File: config.mk
export PLATFORM = sky130hd
export DESIGN_NAME = wdt_keyseq
export DESIGN_NICKNAME = d
export VERILOG_FILES = /design/src/rtl/wdt_pkg.sv /design/src/rtl/wdt_post_slot.sv /design/src/rtl/wdt_key_fsm.sv /design/src/rtl/wdt_counter.sv /design/src/rtl/wdt_keyseq.sv
export SDC_FILE = /design/constraint.sdc
export NUM_CORES = 1
export LEC_CHECK = 0
export BUFFER_PORTS_ARGS = -buffer_cell sky130_fd_sc_hd__buf_2
export CORE_ASPECT_RATIO = 0.5
export CORE_MARGIN = 1
export CORE_UTILIZATION = 30
export CTS_CLUSTER_DIAMETER = 30
export DETAILED_ROUTE_END_ITERATION = 7
export GPL_TIMING_DRIVEN = 0
export PLACE_DENSITY = 0.41
export SLEW_MARGIN = 20
export SYNTH_ARGS = -nofsm -noshare
export SYNTH_HDL_FRONTEND = slang
export SYNTH_SLANG_ARGS = --single-unit
File: constraint.sdc
create_clock -name clk -period 3.7 [get_ports clk]
set_clock_uncertainty 0.15 [all_clocks]
set_input_delay 0.185 -clock clk [delete_from_list [all_inputs] [get_ports clk]]
set_output_delay 0.185 -clock clk [all_outputs]
set_load 0.01 [all_outputs]
File: src/rtl/wdt_pkg.sv
package wdt_pkg;
  localparam int ADDR_W = 3;
  localparam int N_POST = 4;
  localparam logic [ADDR_W-1:0] A_CTRL = 3'd0;
  localparam logic [ADDR_W-1:0] A_LOAD = 3'd1;
  localparam logic [ADDR_W-1:0] A_TRIG = 3'd2;
  localparam logic [ADDR_W-1:0] A_KEY  = 3'd3;
  localparam logic [ADDR_W-1:0] A_STAT = 3'd4;
  localparam logic [ADDR_W-1:0] A_CNT  = 3'd5;
  localparam int SLOT_CTRL = 0;
  localparam int SLOT_LOAD = 1;
  localparam int SLOT_TRIG = 2;
  localparam int SLOT_KEY  = 3;
  localparam int PTV_LSB   = 2;
  localparam logic [15:0] KEY_ON1  = 16'hBBBB;
  localparam logic [15:0] KEY_ON2  = 16'h4444;
  localparam logic [15:0] KEY_OFF1 = 16'hAAAA;
  localparam logic [15:0] KEY_OFF2 = 16'h5555;

  typedef enum logic [1:0] {KS_IDLE, KS_ARM_ON, KS_ARM_OFF} key_state_e;

  // status bit position for each posted slot
  function automatic int stat_bit(input int slot);
    case (slot)
      0:       return 0;
      1:       return 2;
      2:       return 3;
      default: return 4;
    endcase
  endfunction
endpackage

File: src/rtl/wdt_post_slot.sv
module wdt_post_slot #(
  parameter int DW = 32
) (
  input  logic          clk,
  input  logic          rst_n,
  input  logic          tick_en,
  input  logic          wr_hit,
  input  logic [DW-1:0] wr_data,
  output logic          pend,
  output logic          apply,
  output logic [DW-1:0] stage
);
  logic          pend_q;
  logic [DW-1:0] stage_q;
  logic          accept;

  assign accept = wr_hit && !pend_q;
  assign apply  = pend_q && tick_en;
  assign pend   = pend_q;
  assign stage  = stage_q;

  always_ff @(posedge clk or negedge rst_n) begin
    if (!rst_n) begin
      pend_q  <= 1'b0;
      stage_q <= '0;
    end else begin
      if (apply) pend_q <= 1'b0;
      if (accept) begin
        pend_q  <= 1'b1;
        stage_q <= wr_data;
      end
    end
  end


  stage_hold_chk: assert property (@(posedge clk) disable iff (!rst_n)
    pend_q |=> $stable(stage_q));

  pend_keep_chk: assert property (@(posedge clk) disable iff (!rst_n)
    (pend_q && !tick_en) |=> pend_q);
endmodule

File: src/rtl/wdt_key_fsm.sv
module wdt_key_fsm
  import wdt_pkg::*;
#(
  parameter int KEY_W = 16
) (
  input  logic             clk,
  input  logic             rst_n,
  input  logic             apply,
  input  logic [KEY_W-1:0] word,
  output logic             run
);
  key_state_e st_q, st_d;
  logic       run_q, run_d;

  always_comb begin
    st_d  = st_q;
    run_d = run_q;
    if (apply) begin
      st_d = KS_IDLE;
      case (st_q)
        KS_IDLE: begin
          if (word == KEY_W'(KEY_ON1))       st_d = KS_ARM_ON;
          else if (word == KEY_W'(KEY_OFF1)) st_d = KS_ARM_OFF;
        end
        KS_ARM_ON:  if (word == KEY_W'(KEY_ON2))  run_d = 1'b1;
        KS_ARM_OFF: if (word == KEY_W'(KEY_OFF2)) run_d = 1'b0;
        default: st_d = KS_IDLE;
      endcase
    end
  end

  always_ff @(posedge clk or negedge rst_n) begin
    if (!rst_n) begin
      st_q  <= KS_IDLE;
      run_q <= 1'b0;
    end else begin
      st_q  <= st_d;
      run_q <= run_d;
    end
  end

  assign run = run_q;


  start_key_chk: assert property (@(posedge clk) disable iff (!rst_n)
    $rose(run_q) |-> ($past(apply) && $past(word) == KEY_W'(KEY_ON2)));

  stop_key_chk: assert property (@(posedge clk) disable iff (!rst_n)
    $fell(run_q) |-> ($past(apply) && $past(word) == KEY_W'(KEY_OFF2)));

  lone_key_chk: assert property (@(posedge clk) disable iff (!rst_n)
    (apply && st_q == KS_IDLE) |=> $stable(run_q));
endmodule

File: src/rtl/wdt_counter.sv
module wdt_counter #(
  parameter int            CW       = 32,
  parameter int            PW       = 3,
  parameter logic [CW-1:0] RST_LOAD = '0
) (
  input  logic          clk,
  input  logic          rst_n,
  input  logic          tick_en,
  input  logic          run,
  input  logic          pre_en,
  input  logic [PW-1:0] ptv,
  input  logic          reload,
  input  logic [CW-1:0] load_val,
  output logic [CW-1:0] count,
  output logic          rst_req
);
  localparam int DIV_W = (1 << PW) - 1;

  logic [CW-1:0]    cnt_q;
  logic [DIV_W-1:0] div_q;
  logic [DIV_W-1:0] mask;
  logic             step, ovf, rst_q;

  assign mask = DIV_W'((1 << ptv) - 1);
  assign step = !pre_en || (div_q == mask);
  assign ovf  = tick_en && run && step && !reload && (&cnt_q);

  always_ff @(posedge clk or negedge rst_n) begin
    if (!rst_n) begin
      cnt_q <= RST_LOAD;
      div_q <= '0;
      rst_q <= 1'b0;
    end else if (tick_en) begin
      rst_q <= ovf;
      if (reload) begin
        cnt_q <= load_val;
        div_q <= '0;
      end else if (run) begin
        div_q <= step ? '0 : div_q + 1'b1;
        if (step) cnt_q <= (&cnt_q) ? load_val : cnt_q + 1'b1;
      end else begin
        div_q <= '0;
      end
    end
  end

  assign count   = cnt_q;
  assign rst_req = rst_q;


  count_on_tick_chk: assert property (@(posedge clk) disable iff (!rst_n)
    !tick_en |=> $stable(cnt_q));

  stopped_hold_chk: assert property (@(posedge clk) disable iff (!rst_n)
    (tick_en && !run && !reload) |=> $stable(cnt_q));

  req_width_chk: assert property (@(posedge clk) disable iff (!rst_n)
    (rst_q && !tick_en) |=> rst_q);

  req_source_chk: assert property (@(posedge clk) disable iff (!rst_n)
    $rose(rst_q) |-> ($past(run) && cnt_q == $past(load_val)));
endmodule

File: src/rtl/wdt_keyseq.sv
module wdt_keyseq
  import wdt_pkg::*;
#(
  parameter int DW      = 32,
  parameter int CW      = 32,
  parameter int PTV_W   = 3,
  parameter int KEY_W   = 16,
  parameter int SLOW_HZ = 32768,
  parameter int TMO_S   = 60
) (
  input  logic              clk,
  input  logic              rst_n,
  input  logic              tick_en,
  input  logic              wr_en,
  input  logic [ADDR_W-1:0] wr_addr,
  input  logic [DW-1:0]     wr_data,
  input  logic [ADDR_W-1:0] rd_addr,
  output logic [DW-1:0]     rd_data,
  output logic              rst_req
);
  localparam longint unsigned SPAN = longint'(TMO_S) * longint'(SLOW_HZ);
  localparam logic [CW-1:0] RST_LOAD = CW'((64'd1 << CW) - SPAN);
  localparam int PRE_BIT = PTV_LSB + PTV_W;

  logic [N_POST-1:0] pend, apply;
  logic [DW-1:0]     stage [N_POST];

  for (genvar i = 0; i < N_POST; i++) begin : g_post
    logic hit;
    assign hit = wr_en && (wr_addr == ADDR_W'(i));
    wdt_post_slot #(.DW(DW)) u_slot (
      .clk(clk), .rst_n(rst_n), .tick_en(tick_en),
      .wr_hit(hit), .wr_data(wr_data),
      .pend(pend[i]), .apply(apply[i]), .stage(stage[i])
    );
  end

  logic             pre_q;
  logic [PTV_W-1:0] ptv_q;
  logic [CW-1:0]    load_q;
  logic [DW-1:0]    trig_q;
  logic             trig_new, run;
  logic [CW-1:0]    cnt;

  assign trig_new = apply[SLOT_TRIG] && (stage[SLOT_TRIG] != trig_q);

  always_ff @(posedge clk or negedge rst_n) begin
    if (!rst_n) begin
      pre_q  <= 1'b0;
      ptv_q  <= '0;
      load_q <= RST_LOAD;
      trig_q <= '0;
    end else begin
      if (apply[SLOT_CTRL]) begin
        pre_q <= stage[SLOT_CTRL][PRE_BIT];
        ptv_q <= stage[SLOT_CTRL][PTV_LSB +: PTV_W];
      end
      if (apply[SLOT_LOAD]) load_q <= stage[SLOT_LOAD][CW-1:0];
      if (trig_new)         trig_q <= stage[SLOT_TRIG];
    end
  end

  wdt_key_fsm #(.KEY_W(KEY_W)) u_keys (
    .clk(clk), .rst_n(rst_n), .apply(apply[SLOT_KEY]),
    .word(stage[SLOT_KEY][KEY_W-1:0]), .run(run)
  );

  wdt_counter #(.CW(CW), .PW(PTV_W), .RST_LOAD(RST_LOAD)) u_cnt (
    .clk(clk), .rst_n(rst_n), .tick_en(tick_en), .run(run),
    .pre_en(pre_q), .ptv(ptv_q), .reload(trig_new), .load_val(load_q),
    .count(cnt), .rst_req(rst_req)
  );

  logic [DW-1:0] status;
  always_comb begin
    status = '0;
    for (int i = 0; i < N_POST; i++) status[stat_bit(i)] = pend[i];
  end

  always_comb begin
    case (rd_addr)
      A_CTRL:  rd_data = DW'({pre_q, ptv_q}) << PTV_LSB;
      A_LOAD:  rd_data = DW'(load_q);
      A_TRIG:  rd_data = trig_q;
      A_STAT:  rd_data = status;
      A_CNT:   rd_data = DW'(cnt);
      default: rd_data = '0;
    endcase
  end


  same_trig_chk: assert property (@(posedge clk) disable iff (!rst_n)
    (apply[SLOT_TRIG] && !trig_new && !run) |=> $stable(cnt));

  load_quiet_chk: assert property (@(posedge clk) disable iff (!rst_n)
    (apply[SLOT_LOAD] && !trig_new && !run) |=> $stable(cnt));
endmodule

==> flow_metrics.py <==
metrics = {
    "yosys": {
        "ys_ff_latch": 199,
        "synthesis.area_um2": 10100,
        "syn_nets": 911,
        "synth_cells": 864,
        "seq_area_frac_synth_pct": 49.4,
        "ys_types": 76,
        "synth_ff_type": "dfrtp_1",
        "ys_top_cells_by_area": "dfrtp_1 43%, mux2_2 17%, dfstp_2 6.2%",
        "synth.top_cell.area_share_pct": 43.2,
        "syn_area_per_cell_um2": 11.7,
        "synth.largest_area_cell": "dfrtp_1",
        "synth_warnings": 0,
        "synth_edf_count": 0,
        "synthArstFlopShare_pct": 100,
    },
    "clock_network": {
        "postCtsSetupBuffers": 0,
        "htreeDepth": 4,
        "cts-root-buf": "clkbuf_16",
        "numCtsBuffers": 17,
        "clock_sinks": 199,
        "tritoncts": "yes",
        "clk_latency_ns": 0.46,
        "clk_pin_slew_ns": 0.08,
        "cts_max_path_buffers": 2,
    },
    "run": {
        "drv_cap": 0,
    },
    "status": {
        "run_status": "complete, no violations",
    },
    "die": {
        "row_count": 47,
        "die_h_um": 132,
        "die_area_um2": 34600,
        "start_util_pct": 30.6,
        "ios": 75,
        "dieWidth_um": 262,
        "core_area_um2": 33200,
    },
    "global_route": {
        "grt_pass1_vias": 7377,
        "grt_overflow_total": 0,
        "antenna_found_initial": 0,
        "grt_max_degree": 92,
        "grt_first_pass_wirelength_mm": 49.6,
        "grt_usage_pct": 19.9,
    },
    "worst_setup_path": {
        "arrival_ns": 3.66,
        "endpoint_kind": "flop",
        "slowest_stage": "nor4_1",
        "start_kind": "flop",
        "path_delay_family": "simple AND/OR/NAND/NOR gates",
        "crit_chain": "xnor2_1 -> nand4_1 -> nor4_1 -> a21oi_1 -> clkbuf_1 -> clkbuf_1 -> nor4_1 -> nor3_1",
        "ff2ff_setup_slack_ns": 0.27,
        "crit_required_ns": 3.93,
        "crit_type": "flop to flop",
        "cp_slowest_stage_delay_ns": 0.60,
        "crit_path_start": "trig_q[3]$_DFFE_PN0P_",
        "crit_fanout": 10,
        "cp_num_buf_inv": 2,
        "r2r-start": "trig_q[3]$_DFFE_PN0P_",
    },
    "pwr": {
        "worst_ir_drop_vdd_mv": 0.269,
        "power_density_nw_per_um2": 643,
        "p_leak_uw": 0.00496,
        "total_power_uw": 7710,
    },
    "layout": {
        "layout_common_cells": "175 x dfrtp_1, 154 x mux2_2, 77 x buf_2",
        "multi_input_area_um2": 4810,
        "drive_gt1_share_pct": 32.4,
        "nets": 1035,
        "synthToLayoutAreaGrowth_pct": 18.2,
        "fillers": 3326,
        "layout_commonest_cell": "dfrtp_1",
        "register_area_um2": 5010,
        "stdcell_count": 1441,
        "fin_util_pct": 36.2,
    },
    "drt": {
        "drc": 0,
        "final_antenna_net_count": 0,
        "first_pass_iters": 6,
        "routed_via_density": 5.24,
        "num_vias": 7548,
        "routed_wl_mm": 33.2,
        "wl_per_cell_um": 23.0,
        "drt-initial-drc-count": 595,
    },
    "place": {
        "place_ws_ns": 0.177,
        "portBuffers": 70,
        "place.gp.congestion": 0.906,
        "dp_hpwl_mm": 25.4,
        "place_inst": 1377,
    },
    "timing": {
        "period_needed_ns": 3.43,
        "setup_viol": 0,
        "finalHoldViolations": 0,
        "tightest_slew_ns": 0.927,
        "timing.final.crit_share_pct": 92.7,
        "fin_ws_ns": 0.270,
        "slew_headroom_pct": 38.2,
        "rsz0062_at_grt": "no",
        "max_clock_freq_ghz": 0.292,
        "slew_viol_final": 0,
    },
    "hold_path": {
        "hold_path_class": "input pin to async pin",
    },
}
path summary, 6_finish.rpt:
path,end,cells after the start
setup / recovery,u_cnt.count[28]$_DFFE_PN1P_,8
min in group clk,g_post[1].u_slot.pend$_DFFE_PN0P_,2
max in group asynchronous,load_q[17]$_DFFE_PN1P_,4
hold reg to reg,load_q[5]$_DFFE_PN0P_,1
hold / removal,ptv_q[0]$_DFFE_PN0P_,2
setup reg to reg,u_cnt.count[28]$_DFFE_PN1P_,8
sequential cells by signal, indices dropped and copies added (netlist names):
register and flops:
load_q 32, g_post.u_slot.pend 4, g_post.u_slot.stage 84, ptv_q 3, u_keys.st_q 2, u_cnt.rst_req 1
u_cnt.count 32, pre_q 1, trig_q 32, u_cnt.div_q 7, u_keys.run 1
cell usage after synthesis (8+ instances only):
| library cell | number |
|---|---|
| mux2i_1 | 30 |
| nor2_1 | 17 |
| nand4_1 | 22 |
| nand3_1 | 19 |
| a21oi_1 | 28 |
| buf_2 | 8 |
| dfrtp_1 | 175 |
| nor3_1 | 15 |
| a311oi_1 | 8 |
| a211oi_1 | 33 |
| mux2_2 | 154 |
| nand2_1 | 65 |
| nor4_1 | 12 |
| and3_1 | 8 |
| clkbuf_1 | 32 |
| o21ai_0 | 44 |
| dfstp_2 | 24 |
| xnor2_1 | 32 |
| inv_1 | 19 |
area by class of cell:
cell class	instances	area share, %
clock inverter	10	0.741
antenna	1	0.0209
clock buffer	20	3.81
sequential	199	41.8
tap	441	4.60
buffer	52	2.05
inverter	20	0.626
timing repair buffer	105	6.22
multi-input combinational	593	40.2
power breakdown:
part           switching (uW)  internal [uW]  leakage, uW  total (uW)
Clock                     907            907     0.000259        1810
Combinational             875           1020      0.00230        1900
Sequential               1010           2990      0.00240        3990
Total                    2790           4920      0.00496        7710
per-layer routing:
metal	part of all wire, %	wire length (um)	up-vias	GRT usage (%)
li1	-	-	3467	-
met2	41	13500	148	26.5
met3	5.4	1780	32	5.65
met4	1.3	447	0	4.34
met5	0	0	-	0
met1	53	17500	3901	31.0
worst reg2reg max path, stage by stage, from the launching register on:
cell and delay, ns:
dfrtp_1 0.45, xnor2_1 0.33, nand4_1 0.16, nor4_1 0.60, a21oi_1 0.41, clkbuf_1 0.34
clkbuf_1 0.42, nor4_1 0.41, nor3_1 0.09
cells by family (layout without fill, tap and decap cells):
kind of cell / count (synthesis) / count (layout) / share of synthesized area [%]
simple gates: 208 / 208 / 11.7
flops: 199 / 199 / 49.4
mux: 187 / 187 / 20.7
compound gates: 156 / 156 / 11.2
buf+inv: 72 / 207 / 3.13
xor+xnor: 37 / 37 / 3.20
fa+ha+maj: 5 / 5 / 0.617
other cells: 0 / 1 / 0
through the flow:
stage	instance area, um2	hold slack, ns	TNS, ns
6_report	12000	0.0550	0
5_1_grt	12000	0.0701	0
4_1_cts	12000	0.0584	0
3_5_place_dp	11100	-0.0476	0
3_3_place_gp	11000	0.284	-232.05
2_1_floorplan	10100	-0.261	0
what timing repair did:
item / in CTS / in global routing
endpoints found under the setup margin: 0 / 2
hold buffers: 33 / 0
hold endpoints to repair: 213 / 0
gates resized for setup: 0 / 2
No activity file was read; power rests on OpenSTA's default activity.
